<file path="config.mk">
export PLATFORM = sky130hd
export DESIGN_NAME = flcmd_top
export DESIGN_NICKNAME = d
export VERILOG_FILES = /design/src/rtl/flcmd_pkg.sv /design/src/rtl/flcmd_timer.sv /design/src/rtl/flcmd_seq.sv /design/src/rtl/flcmd_top.sv
export SDC_FILE = /design/constraint.sdc
export NUM_CORES = 1
export LEC_CHECK = 0
export BUFFER_PORTS_ARGS = -buffer_cell sky130_fd_sc_hd__buf_2
export CAP_MARGIN = 10
export CORE_ASPECT_RATIO = 0.5
export CORE_MARGIN = 3
export CORE_UTILIZATION = 41
export CTS_CLUSTER_DIAMETER = 40
export CTS_CLUSTER_SIZE = 16
export DETAILED_ROUTE_END_ITERATION = 10
export GPL_TIMING_DRIVEN = 1
export PLACE_DENSITY_LB_ADDON = 0.2
export SYNTH_ARGS = -nofsm -noshare
export SYNTH_HDL_FRONTEND = slang
export SYNTH_HIERARCHICAL = 1
export SYNTH_SLANG_ARGS = --single-unit
</file>
<file path="constraint.sdc">
create_clock -name clk -period 6.1 [get_ports clk]
set_clock_uncertainty 0.2 [all_clocks]
set_input_delay 1.83 -clock clk [delete_from_list [all_inputs] [get_ports clk]]
set_output_delay 1.83 -clock clk [all_outputs]
set_load 0.05 [all_outputs]
</file>
<file path="src/rtl/flcmd_pkg.sv">
package flcmd_pkg;

    typedef enum logic [1:0] {
        OP_NONE = 2'd0,
        OP_PROG = 2'd1,
        OP_PAGE = 2'd2,
        OP_MASS = 2'd3
    } op_kind_t;

    typedef enum logic [1:0] {
        ST_IDLE   = 2'd0,
        ST_ISSUE  = 2'd1,
        ST_WAIT   = 2'd2,
        ST_FINISH = 2'd3
    } seq_state_t;

    localparam int OFF_ADDR   = 'h00;
    localparam int OFF_CLKDIV = 'h04;
    localparam int OFF_CTRL   = 'h08;
    localparam int OFF_INTR   = 'h24;
    localparam int OFF_DATA0  = 'h30;
    localparam int OFF_ACCESS = 'h40;

    localparam logic [3:0] KEY_OPEN  = 4'h2;
    localparam logic [7:0] CODE_PAGE = 8'h55;
    localparam logic [7:0] CODE_MASS = 8'hAA;

endpackage

</file>
<file path="src/rtl/flcmd_timer.sv">
module flcmd_timer #(
    parameter int DIV_W  = 8,
    parameter int TICK_W = 8
) (
    input  logic              clk,
    input  logic              rst_n,
    input  logic              run,
    input  logic [DIV_W-1:0]  divisor,
    input  logic [TICK_W-1:0] ticks,
    output logic              expire
);

    logic [DIV_W-1:0]  div_cnt;
    logic [DIV_W-1:0]  div_lim;
    logic [TICK_W-1:0] tick_cnt;
    logic              tick;

    // A divisor of zero behaves as one.
    assign div_lim = (divisor == '0) ? '0 : divisor - 1'b1;
    assign tick    = run && (div_cnt == div_lim);
    assign expire  = tick && (tick_cnt == ticks - 1'b1);

    always_ff @(posedge clk) begin
        if (!rst_n || !run) begin
            div_cnt  <= '0;
            tick_cnt <= '0;
        end else if (tick) begin
            div_cnt  <= '0;
            tick_cnt <= tick_cnt + 1'b1;
        end else begin
            div_cnt  <= div_cnt + 1'b1;
        end
    end

endmodule

</file>
<file path="src/rtl/flcmd_seq.sv">
module flcmd_seq
    import flcmd_pkg::*;
(
    input  logic       clk,
    input  logic       rst_n,
    input  logic       accept,
    input  op_kind_t   req_kind,
    input  logic       expire,
    output seq_state_t state,
    output op_kind_t   cur_kind,
    output logic       busy,
    output logic       op_start,
    output logic       run,
    output logic       finish
);

    seq_state_t nxt;

    always_ff @(posedge clk) begin
        if (!rst_n) state <= ST_IDLE;
        else        state <= nxt;
    end

    always_ff @(posedge clk) begin
        if (!rst_n)                 cur_kind <= OP_NONE;
        else if (accept)            cur_kind <= req_kind;
        else if (state == ST_FINISH) cur_kind <= OP_NONE;
    end

    always_comb begin
        nxt = state;
        unique case (state)
            ST_IDLE:   if (accept) nxt = ST_ISSUE;
            ST_ISSUE:  nxt = ST_WAIT;
            ST_WAIT:   if (expire) nxt = ST_FINISH;
            ST_FINISH: nxt = ST_IDLE;
            default:   nxt = ST_IDLE;
        endcase
    end

    always_comb begin
        busy     = (state != ST_IDLE);
        op_start = (state == ST_ISSUE);
        run      = (state == ST_WAIT);
        finish   = (state == ST_FINISH);
    end

endmodule

</file>
<file path="src/rtl/flcmd_top.sv">
module flcmd_top
    import flcmd_pkg::*;
#(
    parameter int ADDR_W     = 7,
    parameter int DW         = 32,
    parameter int NWORDS     = 4,
    parameter int DIV_W      = 8,
    parameter int TICK_W     = 8,
    parameter int PROG_TICKS = 2,
    parameter int PAGE_TICKS = 3,
    parameter int MASS_TICKS = 5
) (
    input  logic                 clk,
    input  logic                 rst_n,
    input  logic [ADDR_W-1:0]    bus_addr,
    input  logic                 bus_wen,
    input  logic [DW-1:0]        bus_wdata,
    output logic [DW-1:0]        bus_rdata,
    output logic                 irq,
    output logic                 op_start,
    output logic [1:0]           op_kind,
    output logic [DW-1:0]        op_addr,
    output logic                 op_wide,
    output logic [NWORDS*DW-1:0] op_data
);

    localparam int WI         = ADDR_W - 2;
    localparam int ALIGN_BITS = $clog2(NWORDS * DW / 8);
    localparam logic [WI-1:0] W_ADDR   = WI'(OFF_ADDR   >> 2);
    localparam logic [WI-1:0] W_CLKDIV = WI'(OFF_CLKDIV >> 2);
    localparam logic [WI-1:0] W_CTRL   = WI'(OFF_CTRL   >> 2);
    localparam logic [WI-1:0] W_INTR   = WI'(OFF_INTR   >> 2);
    localparam logic [WI-1:0] W_DATA0  = WI'(OFF_DATA0  >> 2);

    logic [WI-1:0]    widx;
    logic [DW-1:0]    addr_q;
    logic [DIV_W-1:0] div_q;
    logic [3:0]       unlock_q;
    logic [7:0]       code_q;
    logic             narrow_q;
    logic [DW-1:0]    data_q [NWORDS];
    logic             done_q, fault_q, ien_done_q, ien_fault_q;

    logic             wr_ctrl, wr_intr, wr_ok;
    logic [2:0]       starts;
    op_kind_t         req_kind;
    logic             req_ok, accept, fault_evt;
    logic [TICK_W-1:0] ticks_sel;

    seq_state_t       state;
    op_kind_t         cur_kind;
    logic             busy, run, finish, expire;

    logic unused_bits;
    assign unused_bits = ^{bus_addr[1:0], state};

    assign widx    = bus_addr[ADDR_W-1:2];
    assign wr_ok   = bus_wen && !busy;
    assign wr_ctrl = bus_wen && (widx == W_CTRL);
    assign wr_intr = bus_wen && (widx == W_INTR);
    assign starts  = bus_wdata[2:0];

    // Request screening uses the key, width and code carried by this write.
    always_comb begin
        req_kind = OP_NONE;
        req_ok   = 1'b0;
        if (starts != 3'b000 && bus_wdata[31:28] == KEY_OPEN && $countones(starts) == 1) begin
            if (starts[0]) begin
                req_kind = OP_PROG;
                req_ok   = bus_wdata[4] || (addr_q[ALIGN_BITS-1:0] == '0);
            end else if (starts[1]) begin
                req_kind = OP_MASS;
                req_ok   = (bus_wdata[15:8] == CODE_MASS);
            end else begin
                req_kind = OP_PAGE;
                req_ok   = (bus_wdata[15:8] == CODE_PAGE);
            end
        end
    end

    assign accept    = wr_ctrl && !busy && req_ok;
    assign fault_evt = wr_ctrl && (starts != 3'b000) && !accept;

    always_comb begin
        unique case (cur_kind)
            OP_PROG: ticks_sel = TICK_W'(PROG_TICKS);
            OP_PAGE: ticks_sel = TICK_W'(PAGE_TICKS);
            OP_MASS: ticks_sel = TICK_W'(MASS_TICKS);
            default: ticks_sel = TICK_W'(1);
        endcase
    end

    flcmd_seq u_seq (
        .clk      (clk),
        .rst_n    (rst_n),
        .accept   (accept),
        .req_kind (req_kind),
        .expire   (expire),
        .state    (state),
        .cur_kind (cur_kind),
        .busy     (busy),
        .op_start (op_start),
        .run      (run),
        .finish   (finish)
    );

    flcmd_timer #(.DIV_W(DIV_W), .TICK_W(TICK_W)) u_timer (
        .clk     (clk),
        .rst_n   (rst_n),
        .run     (run),
        .divisor (div_q),
        .ticks   (ticks_sel),
        .expire  (expire)
    );

    always_ff @(posedge clk) begin
        if (!rst_n) begin
            addr_q   <= '0;
            div_q    <= '0;
            unlock_q <= '0;
            code_q   <= '0;
            narrow_q <= 1'b0;
        end else if (wr_ok) begin
            if (widx == W_ADDR)   addr_q <= bus_wdata;
            if (widx == W_CLKDIV) div_q  <= bus_wdata[DIV_W-1:0];
            if (widx == W_CTRL) begin
                unlock_q <= bus_wdata[31:28];
                code_q   <= bus_wdata[15:8];
                narrow_q <= bus_wdata[4];
            end
        end
    end

    for (genvar g = 0; g < NWORDS; g++) begin : g_data
        always_ff @(posedge clk) begin
            if (!rst_n)
                data_q[g] <= '0;
            else if (wr_ok && widx == W_DATA0 + WI'(g))
                data_q[g] <= bus_wdata;
        end
        assign op_data[g*DW +: DW] = (g == 0 || !narrow_q) ? data_q[g] : '0;
    end

    // Flag set events take priority over a clearing write in the same cycle.
    always_ff @(posedge clk) begin
        if (!rst_n) begin
            done_q      <= 1'b0;
            fault_q     <= 1'b0;
            ien_done_q  <= 1'b0;
            ien_fault_q <= 1'b0;
        end else begin
            if (finish)       done_q <= 1'b1;
            else if (wr_intr) done_q <= done_q & bus_wdata[0];
            if (fault_evt)    fault_q <= 1'b1;
            else if (wr_intr) fault_q <= fault_q & bus_wdata[1];
            if (wr_intr) begin
                ien_done_q  <= bus_wdata[8];
                ien_fault_q <= bus_wdata[9];
            end
        end
    end

    always_comb begin
        bus_rdata = '0;
        if (widx == W_ADDR)
            bus_rdata = addr_q;
        else if (widx == W_CLKDIV)
            bus_rdata = {{(DW-DIV_W){1'b0}}, div_q};
        else if (widx == W_CTRL)
            bus_rdata = {unlock_q, 3'b000, busy, 8'h00, code_q, 3'b000, narrow_q, 1'b0,
                         cur_kind == OP_PAGE, cur_kind == OP_MASS, cur_kind == OP_PROG};
        else if (widx == W_INTR)
            bus_rdata = {22'h0, ien_fault_q, ien_done_q, 6'h00, fault_q, done_q};
        else
            for (int i = 0; i < NWORDS; i++)
                if (widx == W_DATA0 + WI'(i)) bus_rdata = data_q[i];
    end

    assign irq     = (done_q && ien_done_q) || (fault_q && ien_fault_q);
    assign op_kind = cur_kind;
    assign op_addr = addr_q;
    assign op_wide = !narrow_q;

endmodule

</file>
==> flow_metrics.env, run 1 <==
export IMPL_synth_simple_area_share=0.2559
export IMPL_ys_ff_latch=205
export IMPL_post_cts_buffers=0
export IMPL_gp_congestion=0.8833
export IMPL_grt_pass1_wl_um=56700
export IMPL_wire_per_inst_um=21.28
export IMPL_route_met2_wl_um=18170
export IMPL_cap_violations=0
export IMPL_post_route_util=0.5210
export IMPL_nets=1458
export IMPL_grt_usage=0.2501
export IMPL_syn_area_sq_um=11230
export IMPL_min_path_type="reg2reg"
export IMPL_synth_flop_cell="edfxtp_1"
export IMPL_top_layer="met4"
export IMPL_slowest_stage="nor4bb_4"
export IMPL_timing_setup_tns_ns=0
export IMPL_finalPower_w=0.003716
export IMPL_yosys_area_top_type_share=0.3423
export IMPL_die_width_um=240.0
export IMPL_dieArea_sq_um=29530
export IMPL_ctsHoldBuffers=0
export IMPL_cp_slowest_stage_delay_ns=0.44
export IMPL_antenna_diode_count=0
export IMPL_synth_common_cells="edfxtp_1, and2_1, nand2_1, nor2b_1, dfxtp_1"
export IMPL_die_h_um=123.0
export IMPL_cp_arrival_ns=3.75
export IMPL_area_delta_synth_final_pct=23.86
export IMPL_p_per_area_nw_per_um2=267.2
export IMPL_grt_start_max_net_pins=99
export IMPL_slew_viol_final=0
export IMPL_overflow=0
export IMPL_worstSetupStartpointType="primary input"
export IMPL_period_needed_ns=5.778
export IMPL_cts_buffers=26
export IMPL_insertion_delay_ns=0.54
export IMPL_synthTopCellsByArea="edfxtp_1, dfxtp_1, and2_1"
export IMPL_h_tree_depth=1
export IMPL_final_cells=1774
export IMPL_dp_cells=1726
export IMPL_synth_edff_count=128
export IMPL_antenna_found_initial=0
export IMPL_synth_compound_area_share=0.1619
export IMPL_synth_seq_area_share=0.4796
export IMPL_first_iter_violations=846
export IMPL_synthArstFlopShare=0
export IMPL_cts_sinks=205
export IMPL_ios=239
export IMPL_hold_viol_final=0
export IMPL_setup_viol=0
export IMPL_drive_gt1_frac=0.2630
export IMPL_synthAdderAreaFrac=0.01627
export IMPL_vias_per_cell=5.559
export IMPL_whs_ns=0.2526
export IMPL_synth_xor_area_share=0.01248
export IMPL_p_leak_nw=5.546
export IMPL_core_area_sq_um=26700
export IMPL_synth_top_area_cell="edfxtp_1"
export IMPL_grt_pass1_vias=9626
export IMPL_outcome="completed"
export IMPL_crit_top_cell="buf_2"
export IMPL_clkTransAtPathRegs_ns=0.06
export IMPL_max_slew_margin_rel=0.2684
export IMPL_drtAntennaViolNets=0
export IMPL_dp_hpwl_um=26600
export IMPL_worst_path_max_fanout=22
export IMPL_drt_met1_wl_um=16790
export IMPL_synth_mux_area_frac=0.02786
export IMPL_worstPathRequired_ns=4.07
export IMPL_postRouteWirelength_um=37760
export IMPL_postSynthCellCount=1174
export IMPL_firstDrtPassIters=6
export IMPL_max_clock_path_buffers=3
export IMPL_cts_root_buf="clkbuf_16"
export IMPL_synth_top_family_by_area="simple AND/OR/NAND/NOR gates"
export IMPL_tightest_slew_ns=1.097
export IMPL_end_kind="output port"
export IMPL_rsz0062_at_grt="false"
export IMPL_fin_crit_sh=0.9473
export IMPL_row_count=42
export IMPL_dr_wl_met3_um=2047
export IMPL_fillers=2491
export IMPL_ys_warn_count=6
export IMPL_ir_worst_vdd_uv=212.4
export IMPL_cts_tree="built"
export IMPL_crit_chain="buf_2 > nor4bb_4 > and2_1 > buf_4 > a221oi_1 > o22ai_1 > buf_2"
export IMPL_io_buffers=236
export IMPL_critical_path_class="in2out"
export IMPL_synth_most_common_cell="edfxtp_1"
export IMPL_fmax_ghz=0.1731
export IMPL_synth_area_per_cell_sq_um=9.564
export IMPL_via_count=9861
export IMPL_post_cts_resized=0
export IMPL_start_util=0.4206
export IMPL_drc_errors=0
export IMPL_synth_distinct_cells=75
sequential cells by signal, indices dropped and copies added, names as in the netlist:
| register | flops |
|---|---|
| ien_fault_q | 1 |
| op_addr | 32 |
| narrow_q | 1 |
| div_q | 8 |
| ien_done_q | 1 |
| code_q | 8 |
| u_seq/state | 2 |
| unlock_q | 4 |
| u_timer/div_cnt | 8 |
| fault_q | 1 |
| u_timer/tick_cnt | 8 |
| u_seq/cur_kind | 2 |
| done_q | 1 |
| data_q | 128 |
power by group:
part,internal [W],switching (W),leakage (nW)
sequential,0.00152,0.0000295,1.84
clock,0.000912,0.000710,0.450
combinational,0.000133,0.000410,3.25
total,0.00257,0.00115,5.55
cell type report:
| class | count | area, sq um | share of cell area |
|---|---|---|---|
| clock buffers | 26 | 650.6 | 0.04678 |
| clock inverters | 22 | 272.8 | 0.01961 |
| inverters | 33 | 123.9 | 0.008907 |
| multi-input cells | 859 | 5439 | 0.3911 |
| flip-flops and latches | 205 | 5389 | 0.3875 |
| well taps | 352 | 440.4 | 0.03167 |
| repair buffers | 277 | 1592 | 0.1144 |
stage by stage:
step	cell area (sq um)	setup WS, ns
after floorplan	11260	0.03779
after global placement	12980	0.3427
after detailed placement	12980	0.3523
after CTS	13910	0.3544
after global routing	13910	0.2414
final	13910	0.3215
routing by layer:
metal  global-route usage  vias to the layer above
li1                     -                     4578
met1               0.3399                     4894
met4              0.05210                        0
met5                    0                        -
met2               0.4260                      330
met3              0.04034                       59
path summary, 6_finish.rpt:
check,from,to,slack [ns],cells past startpoint
max,bus_addr[5],bus_rdata[24],0.32,7
min,code_q[4],code_q[4],0.25,2
max reg2reg,div_q[0],u_seq/state[1],2.61,11
min reg2reg,code_q[4],code_q[4],0.25,2
critical path, delay by kind of cell:
| kind | cells | cell delay [ns] |
|---|---|---|
| buffers and inverters | 3 | 0.88 |
| and+or+nand+nor | 2 | 0.69 |
| AOI/OAI and AO/OA | 2 | 0.34 |
cell usage in the layout (no fill, tap or decap), types with 5 or more instances in the layout:
cell       netlist  final
a21boi_1        31     31
o22ai_1         13     13
nand2_1        113    113
or2_2           15     15
a211oi_1        11     11
conb_1           1     10
buf_4            1     40
nand2b_1         6      6
inv_6            0      7
a22o_1          11     11
and3_1           9      9
nor2b_1        102    102
nand3_1         13     12
buf_2           14    230
a21boi_2         9      9
xnor2_1          9      9
and3b_1          5      5
or3_1            9      9
xor2_1           7      7
a22oi_1         11     11
a21oi_1         64     64
o32a_1           6      6
ha_1            13     13
inv_1           33     33
a221oi_1        11     11
clkbuf_16        0     26
o21ai_1          1     11
a21boi_0         6      6
o21a_1          17     17
dfxtp_1         77     76
nor2_1          67     63
mux2i_1         29     29
and2_1         123    123
nand4_1          6      6
nor3_1          20     20
edfxtp_1       128    128
buf_12           0      7
o21ai_0         46     32
cell families after synthesis:
| group | Yosys count |
|---|---|
| mux | 31 |
| flops | 205 |
| simple gates | 521 |
| buf+inv | 119 |
| fa+ha+maj | 14 |
| compound gates | 267 |
| xor+xnor | 16 |
| other cells | 1 |
Power figures use the tool's default switching activity.
==> run 2: changes to the inputs <==
==> constraint.sdc (replaced) <==
create_clock -name clk -period 6.1 [get_ports clk]
set_clock_uncertainty 0.2 [all_clocks]
set_input_delay 0.305 -clock clk [delete_from_list [all_inputs] [get_ports clk]]
set_output_delay 0.305 -clock clk [all_outputs]
set_load 0.05 [all_outputs]
==> flow_metrics.env, run 2 (synthesis results as in run 1) <==
export IMPL_period_needed_ns=3.765
export IMPL_largest_reg_flops=128
export IMPL_worstHoldPathCells=2
export IMPL_setup_viol=0
export IMPL_fin_ws_ns=2.335
export IMPL_critical_path_class="in2out"
export IMPL_seq_power_share=0.429
export IMPL_drc_errors=0
export IMPL_p_per_area_nw_per_um2=260.6
export IMPL_io_buffers=236
export IMPL_post_cts_buffers=0
export IMPL_die_h_um=123.0
export IMPL_via_count=9918
export IMPL_fmax_ghz=0.2656
export IMPL_wire_per_inst_um=21.06
export IMPL_antenna_diode_count=0
export IMPL_critPathBufInv=3
export IMPL_critical_path_top_delay_family="compound AO/OA/AOI/OAI gates"
export IMPL_r2r_cells=8
export IMPL_min_to="code_q[7]"
export IMPL_cts_buffers=25
export IMPL_min_path_type="reg2reg"
export IMPL_end_kind="output port"
export IMPL_intPower_w=0.002489
export IMPL_layout_commonest_cell="buf_2"
export IMPL_slowest_stage="o21bai_1"
export IMPL_first_iter_violations=861
export IMPL_worst_path_max_fanout=33
export IMPL_top_register="data_q"
export IMPL_insertion_delay_ns=0.55
export IMPL_max_slew_margin_rel=0.2536
export IMPL_vias_per_cell=5.566
export IMPL_crit_top_cell="buf_2"
export IMPL_fin_crit_sh=0.6173
export IMPL_dieArea_sq_um=29530
export IMPL_area_delta_synth_final_pct=23.67
export IMPL_r2r_end="fault_q"
export IMPL_ir_worst_vdd_uv=205.0
export IMPL_place_ws_ns=2.399
export IMPL_gp_congestion=0.8444
export IMPL_max_clock_path_buffers=3
export IMPL_hold_viol_final=0
export IMPL_start_util=0.4206
export IMPL_cts_root_buf="clkbuf_16"
export IMPL_nets=1467
export IMPL_postRouteWirelength_um=37540
export IMPL_clkPwrFrac=0.422
export IMPL_grt_pass1_vias=9599
export IMPL_cts_tree="built"
export IMPL_worstPathRequired_ns=5.59
export IMPL_die_width_um=240.0
export IMPL_core_area_sq_um=26700
export IMPL_worstSetupStartpointType="primary input"
export IMPL_layout_common_cells="buf_2, edfxtp_1, and2_1"
export IMPL_whs_ns=0.2544
export IMPL_antenna_found_initial=2
export IMPL_crit_chain="buf_2 > buf_4 > nor2b_1 > o21bai_1 > a21oi_1 > o21ai_0 > buf_2"
export IMPL_post_route_util=0.5202
export IMPL_p_leak_nw=5.505
export IMPL_grt_pass1_wl_um=56450
export IMPL_power_frac_comb=0.149
export IMPL_rsz0062_at_grt="false"
export IMPL_hp_start="code_q[7]"
export IMPL_overflow=0
export IMPL_slew_viol_final=0
export IMPL_rrSetupSlack_ns=2.44
export IMPL_ios=239
export IMPL_h_tree_depth=1
export IMPL_p_sw_w=0.001130
export IMPL_row_count=42
export IMPL_swShare=0.3123
export IMPL_grt_usage=0.2490
export IMPL_dp_hpwl_um=25270
export IMPL_cts_sinks=205
export IMPL_cp_arrival_ns=3.26
export IMPL_clkTransAtPathRegs_ns=0.07
export IMPL_cp_slowest_stage_delay_ns=0.92
export IMPL_timing_rr_start="u_seq/state[1]"
export IMPL_drtAntennaViolNets=0
export IMPL_cap_violations=0
export IMPL_grt_start_max_net_pins=100
export IMPL_firstDrtPassIters=5
export IMPL_timing_setup_tns_ns=0
export IMPL_outcome="completed"
export IMPL_drive_gt1_frac=0.2413
export IMPL_finalPower_w=0.003619
export IMPL_tightest_slew_ns=1.117
[run 2: worst max path at each step]
| stage | from | end | cells past startpoint | slack, ns |
|---|---|---|---|---|
| 6_report | bus_addr[3] | bus_rdata[18] | 7 | 2.33 |
| 5_1_grt | bus_addr[3] | bus_rdata[19] | 7 | 2.13 |
| 4_1_cts | bus_addr[3] | bus_rdata[20] | 7 | 2.40 |
| 3_5_place_dp | bus_addr[3] | bus_rdata[16] | 7 | 2.40 |
| 3_3_place_gp | bus_addr[3] | bus_rdata[16] | 7 | 2.41 |
| 2_1_floorplan | bus_addr[5] | data_q[0][0] | 5 | 2.11 |
[run 2: worst reg2reg max path, cell delays in order (launching register included)]
cell	delay, ns
dfxtp_1	0.35
inv_1	0.12
ha_1	0.19
inv_1	0.12
nor2b_1	0.36
nand3_1	0.59
a2111oi_2	0.89
o41ai_1	0.14
dlygate4sd3_1	0.58
[run 2: metal layers]
metal | track usage | share of wire | vias up
li1 | - | - | 4592
met5 | 0 | 0.00032 | -
met1 | 0.3370 | 0.43 | 4859
met2 | 0.4155 | 0.48 | 398
met4 | 0.07084 | 0.025 | 2
met3 | 0.04212 | 0.067 | 67
[run 2: what timing repair did]
| item | CTS | global route |
|---|---|---|
| hold buffers | 34 | 0 |
| hold endpoints to repair | 167 | 0 |
| resized for setup | 0 | 0 |
[run 2: power groups by stage]
stage                     combinational [W]  clock (W)  sequential, W
after floorplan                    0.000324          0        0.00162
after detailed placement           0.000521          0        0.00158
after global placement             0.000518          0        0.00158
after global routing               0.000567    0.00160        0.00156
final                              0.000540    0.00153        0.00155
after CTS                          0.000540    0.00154        0.00155
[run 2: cell type report]
class / instances / area, sq um
clock buffer: 27 / 633.1
tap: 352 / 440.4
fill: 2475 / 12810
multi-input combinational: 859 / 5445
sequential: 205 / 5389
inverter: 33 / 123.9
clock inverter: 19 / 205.2
timing repair buffer: 287 / 1649
[run 2: through the flow]
| stage | area, sq um | instances |
|---|---|---|
| after floorplan | 11260 | 1183 |
| after global placement | 12710 | 1702 |
| after detailed placement | 12710 | 1702 |
| after CTS | 13890 | 1782 |
| after global routing | 13890 | 1782 |
| final | 13890 | 1782 |
==> run 3: changes to the inputs <==
--- a/config.mk
+++ b/config.mk
@@ -5,6 +5,7 @@
 export SDC_FILE = /design/constraint.sdc
 export NUM_CORES = 1
 export LEC_CHECK = 0
+export ABC_AREA = 1
 export BUFFER_PORTS_ARGS = -buffer_cell sky130_fd_sc_hd__buf_2
 export CAP_MARGIN = 10
 export CORE_ASPECT_RATIO = 0.5
==> constraint.sdc (replaced) <==
create_clock -name clk -period 3.6 [get_ports clk]
set_clock_uncertainty 0.2 [all_clocks]
set_input_delay 0.18 -clock clk [delete_from_list [all_inputs] [get_ports clk]]
set_output_delay 0.18 -clock clk [all_outputs]
set_load 0.05 [all_outputs]
==> flow_metrics.env, run 3 <==
export IMPL_antenna_diode_count=0
export IMPL_cts_sinks=205
export IMPL_row_count=40
export IMPL_setup_viol=0
export IMPL_cts_tree="built"
export IMPL_wire_per_inst_um=17.30
export IMPL_h_tree_depth=1
export IMPL_hp_start="rst_n"
export IMPL_cap_violations=0
export IMPL_worst_path_max_fanout=7
export IMPL_yosys_area_top_type_share=0.3681
export IMPL_tightest_slew_ns=0.7736
export IMPL_layout_common_cells="nor2_1, buf_2, nand2_1"
export IMPL_critical_path_class="in2reg"
export IMPL_intPower_w=0.004310
export IMPL_clkTransAtPathRegs_ns=0.07
export IMPL_slew_viol_final=0
export IMPL_place_ws_ns=1.002
export IMPL_syn_area_sq_um=10440
export IMPL_synth_area_per_cell_sq_um=8.027
export IMPL_synth_seq_area_share=0.5157
export IMPL_synth_flop_cell="edfxtp_1"
export IMPL_postSynthCellCount=1301
export IMPL_final_cells=1929
export IMPL_first_iter_violations=900
export IMPL_firstDrtPassIters=5
export IMPL_core_area_sq_um=24520
export IMPL_synthArstFlopShare=0
export IMPL_max_clock_path_buffers=3
export IMPL_ys_ff_latch=205
export IMPL_r2r_end="u_seq/state[1]"
export IMPL_cp_arrival_ns=2.85
export IMPL_critical_path_top_delay_family="buffers and inverters"
export IMPL_seq_power_share=0.417
export IMPL_fin_crit_sh=0.7323
export IMPL_cts_buffers=24
export IMPL_hold_viol_final=0
export IMPL_period_needed_ns=2.636
export IMPL_grt_usage=0.2338
export IMPL_cp_slowest_stage_delay_ns=0.55
export IMPL_antenna_found_initial=0
export IMPL_dp_cells=1851
export IMPL_synth_distinct_cells=36
export IMPL_timing_rr_start="div_q[0]"
export IMPL_multiInputGateArea_sq_um=4145
export IMPL_whs_ns=0.08103
export IMPL_gp_congestion=0.9001
export IMPL_top_register="data_q"
export IMPL_fin_ws_ns=0.9636
export IMPL_worstSetupStartpointType="primary input"
export IMPL_dieArea_sq_um=27540
export IMPL_die_h_um=118.9
export IMPL_overflow=0
export IMPL_ys_warn_count=6
export IMPL_synth_top_area_cell="edfxtp_1"
export IMPL_p_leak_nw=6.274
export IMPL_crit_chain="dlygate4sd3_1 > buf_2 > inv_1 > fa_1 > inv_1 > nand2_1 > a21oi_1 > nand3_1 > nor2_1 > nand2_1 > nand2_1 > a21oi_1 > dlygate4sd3_1"
export IMPL_layout_commonest_cell="nor2_1"
export IMPL_seqCellArea_sq_um=5389
export IMPL_io_buffers=236
export IMPL_min_path_type="in2reg"
export IMPL_synthTopCellsByArea="edfxtp_1, dfxtp_1, nor2_1"
export IMPL_clkPwrFrac=0.406
export IMPL_outcome="completed"
export IMPL_rsz0062_at_grt="false"
export IMPL_power_frac_comb=0.177
export IMPL_crit_top_cell="nand2_1"
export IMPL_synth_most_common_cell="nor2_1"
export IMPL_cts_root_buf="clkbuf_16"
export IMPL_drive_gt1_frac=0.2298
export IMPL_vias_per_cell=5.068
export IMPL_dp_hpwl_um=23080
export IMPL_critPathBufInv=5
export IMPL_ios=239
export IMPL_slowest_stage="dlygate4sd3_1"
export IMPL_synth_common_cells="nor2_1, nand2_1, inv_1, edfxtp_1, o21ai_0"
export IMPL_drtAntennaViolNets=0
export IMPL_worstPathRequired_ns=3.81
export IMPL_grt_pass1_wl_um=50960
export IMPL_grt_start_max_net_pins=67
export IMPL_rrSetupSlack_ns=0.97
export IMPL_fillers=2323
export IMPL_ir_worst_vdd_uv=304.7
export IMPL_r2r_cells=17
export IMPL_nets=1631
export IMPL_grt_pass1_vias=9219
export IMPL_postRouteWirelength_um=33380
export IMPL_worstHoldPathCells=3
export IMPL_synth_edff_count=128
export IMPL_fmax_ghz=0.3793
export IMPL_p_per_area_nw_per_um2=477.4
export IMPL_min_to="op_addr[0]"
export IMPL_p_sw_w=0.002013
export IMPL_largest_reg_flops=128
export IMPL_end_kind="flip-flop"
export IMPL_die_width_um=231.7
export IMPL_insertion_delay_ns=0.53
export IMPL_via_count=9776
export IMPL_max_slew_margin_rel=0.4843
export IMPL_area_delta_synth_final_pct=26.83
export IMPL_drc_errors=0
export IMPL_finalPower_w=0.006323
export IMPL_start_util=0.4258
export IMPL_swShare=0.3184
run 3: changes by cell type after synthesis, moves of 33 or more:
| cell | before | now |
|---|---|---|
| inv_1 | 33 | 184 |
| nand3_1 | 13 | 58 |
| o21ai_1 | 1 | 34 |
| and2_1 | 123 | 0 |
| nor2b_1 | 102 | 0 |
| nand2_1 | 113 | 200 |
| o21ai_0 | 46 | 85 |
| nor2_1 | 67 | 264 |
run 3: timing repair:
item,in CTS,in global routing
hold endpoints to repair,182,0
endpoints found under the setup margin,0,0
hold buffers,34,0
setup buffers,0,0
gates resized for setup,0,0
run 3: per-stage QoR:
step                utilization  setup TNS, ns  instance area, sq um
global route             0.5401              0                 13240
detailed placement       0.4923              0                 12070
CTS                      0.5401              0                 13240
finish                   0.5401              0                 13240
global placement         0.4923              0                 12070
floorplan                     -         -35.96                 10480
run 3: routing by layer:
layer  vias to the layer above  GRT usage  wire, um
met4                         0    0.05796       730
met1                      4692     0.3113     14450
li1                       4708          -         -
met5                         -          0         0
met2                       327     0.4003     16030
met3                        49    0.03633      2170
run 3: how the worst max path moves through the flow:
stage	from	endpoint	cells past startpoint
2_1_floorplan	u_seq/state[1]	data_q[3][0]	6
5_1_grt	div_q[0]	u_seq/state[1]	17
3_3_place_gp	u_seq/state[0]	data_q[0][25]	7
3_5_place_dp	div_q[0]	u_seq/state[1]	17
6_report	bus_wdata[1]	fault_q	13
4_1_cts	div_q[0]	u_seq/state[1]	17
run 3: power by group through the flow:
stage	registers (W)	clock network (W)	logic, W
after floorplan	0.00275	0	0.000735
after global placement	0.00268	0	0.00108
after detailed placement	0.00269	0	0.00109
after CTS	0.00264	0.00260	0.00112
after global routing	0.00265	0.00270	0.00120
final	0.00264	0.00257	0.00112
run 3: worst register-to-register path: cells and delay by family, from the launching register on:
family / cells / cell delay, ns
adders and majority gates: 1 / 0.26
buffers and inverters: 2 / 0.24
and+or+nand+nor: 14 / 1.51
DFF: 1 / 0.33
run 3: logic make-up (layout without fill, tap and decap cells):
logic type,Yosys count,count (layout),share of synthesized area
buffers and inverters,254,535,0.09669
other,1,12,0.0003591
flip-flops,205,205,0.5157
XOR/XNOR,24,24,0.02013
adder cells (fa/ha/maj),14,14,0.01749
AO/OA/AOI/OAI,220,220,0.1094
AND/OR/NAND/NOR,583,583,0.2402
run 3: cell type report:
class                   count  share of cell area
well taps                 336             0.03174
inverters                 196             0.05564
multi-input cells         853              0.3130
repair buffers            295              0.1300
flip-flops and latches    205              0.4069
clock buffers              25             0.04724
clock inverters            19             0.01549
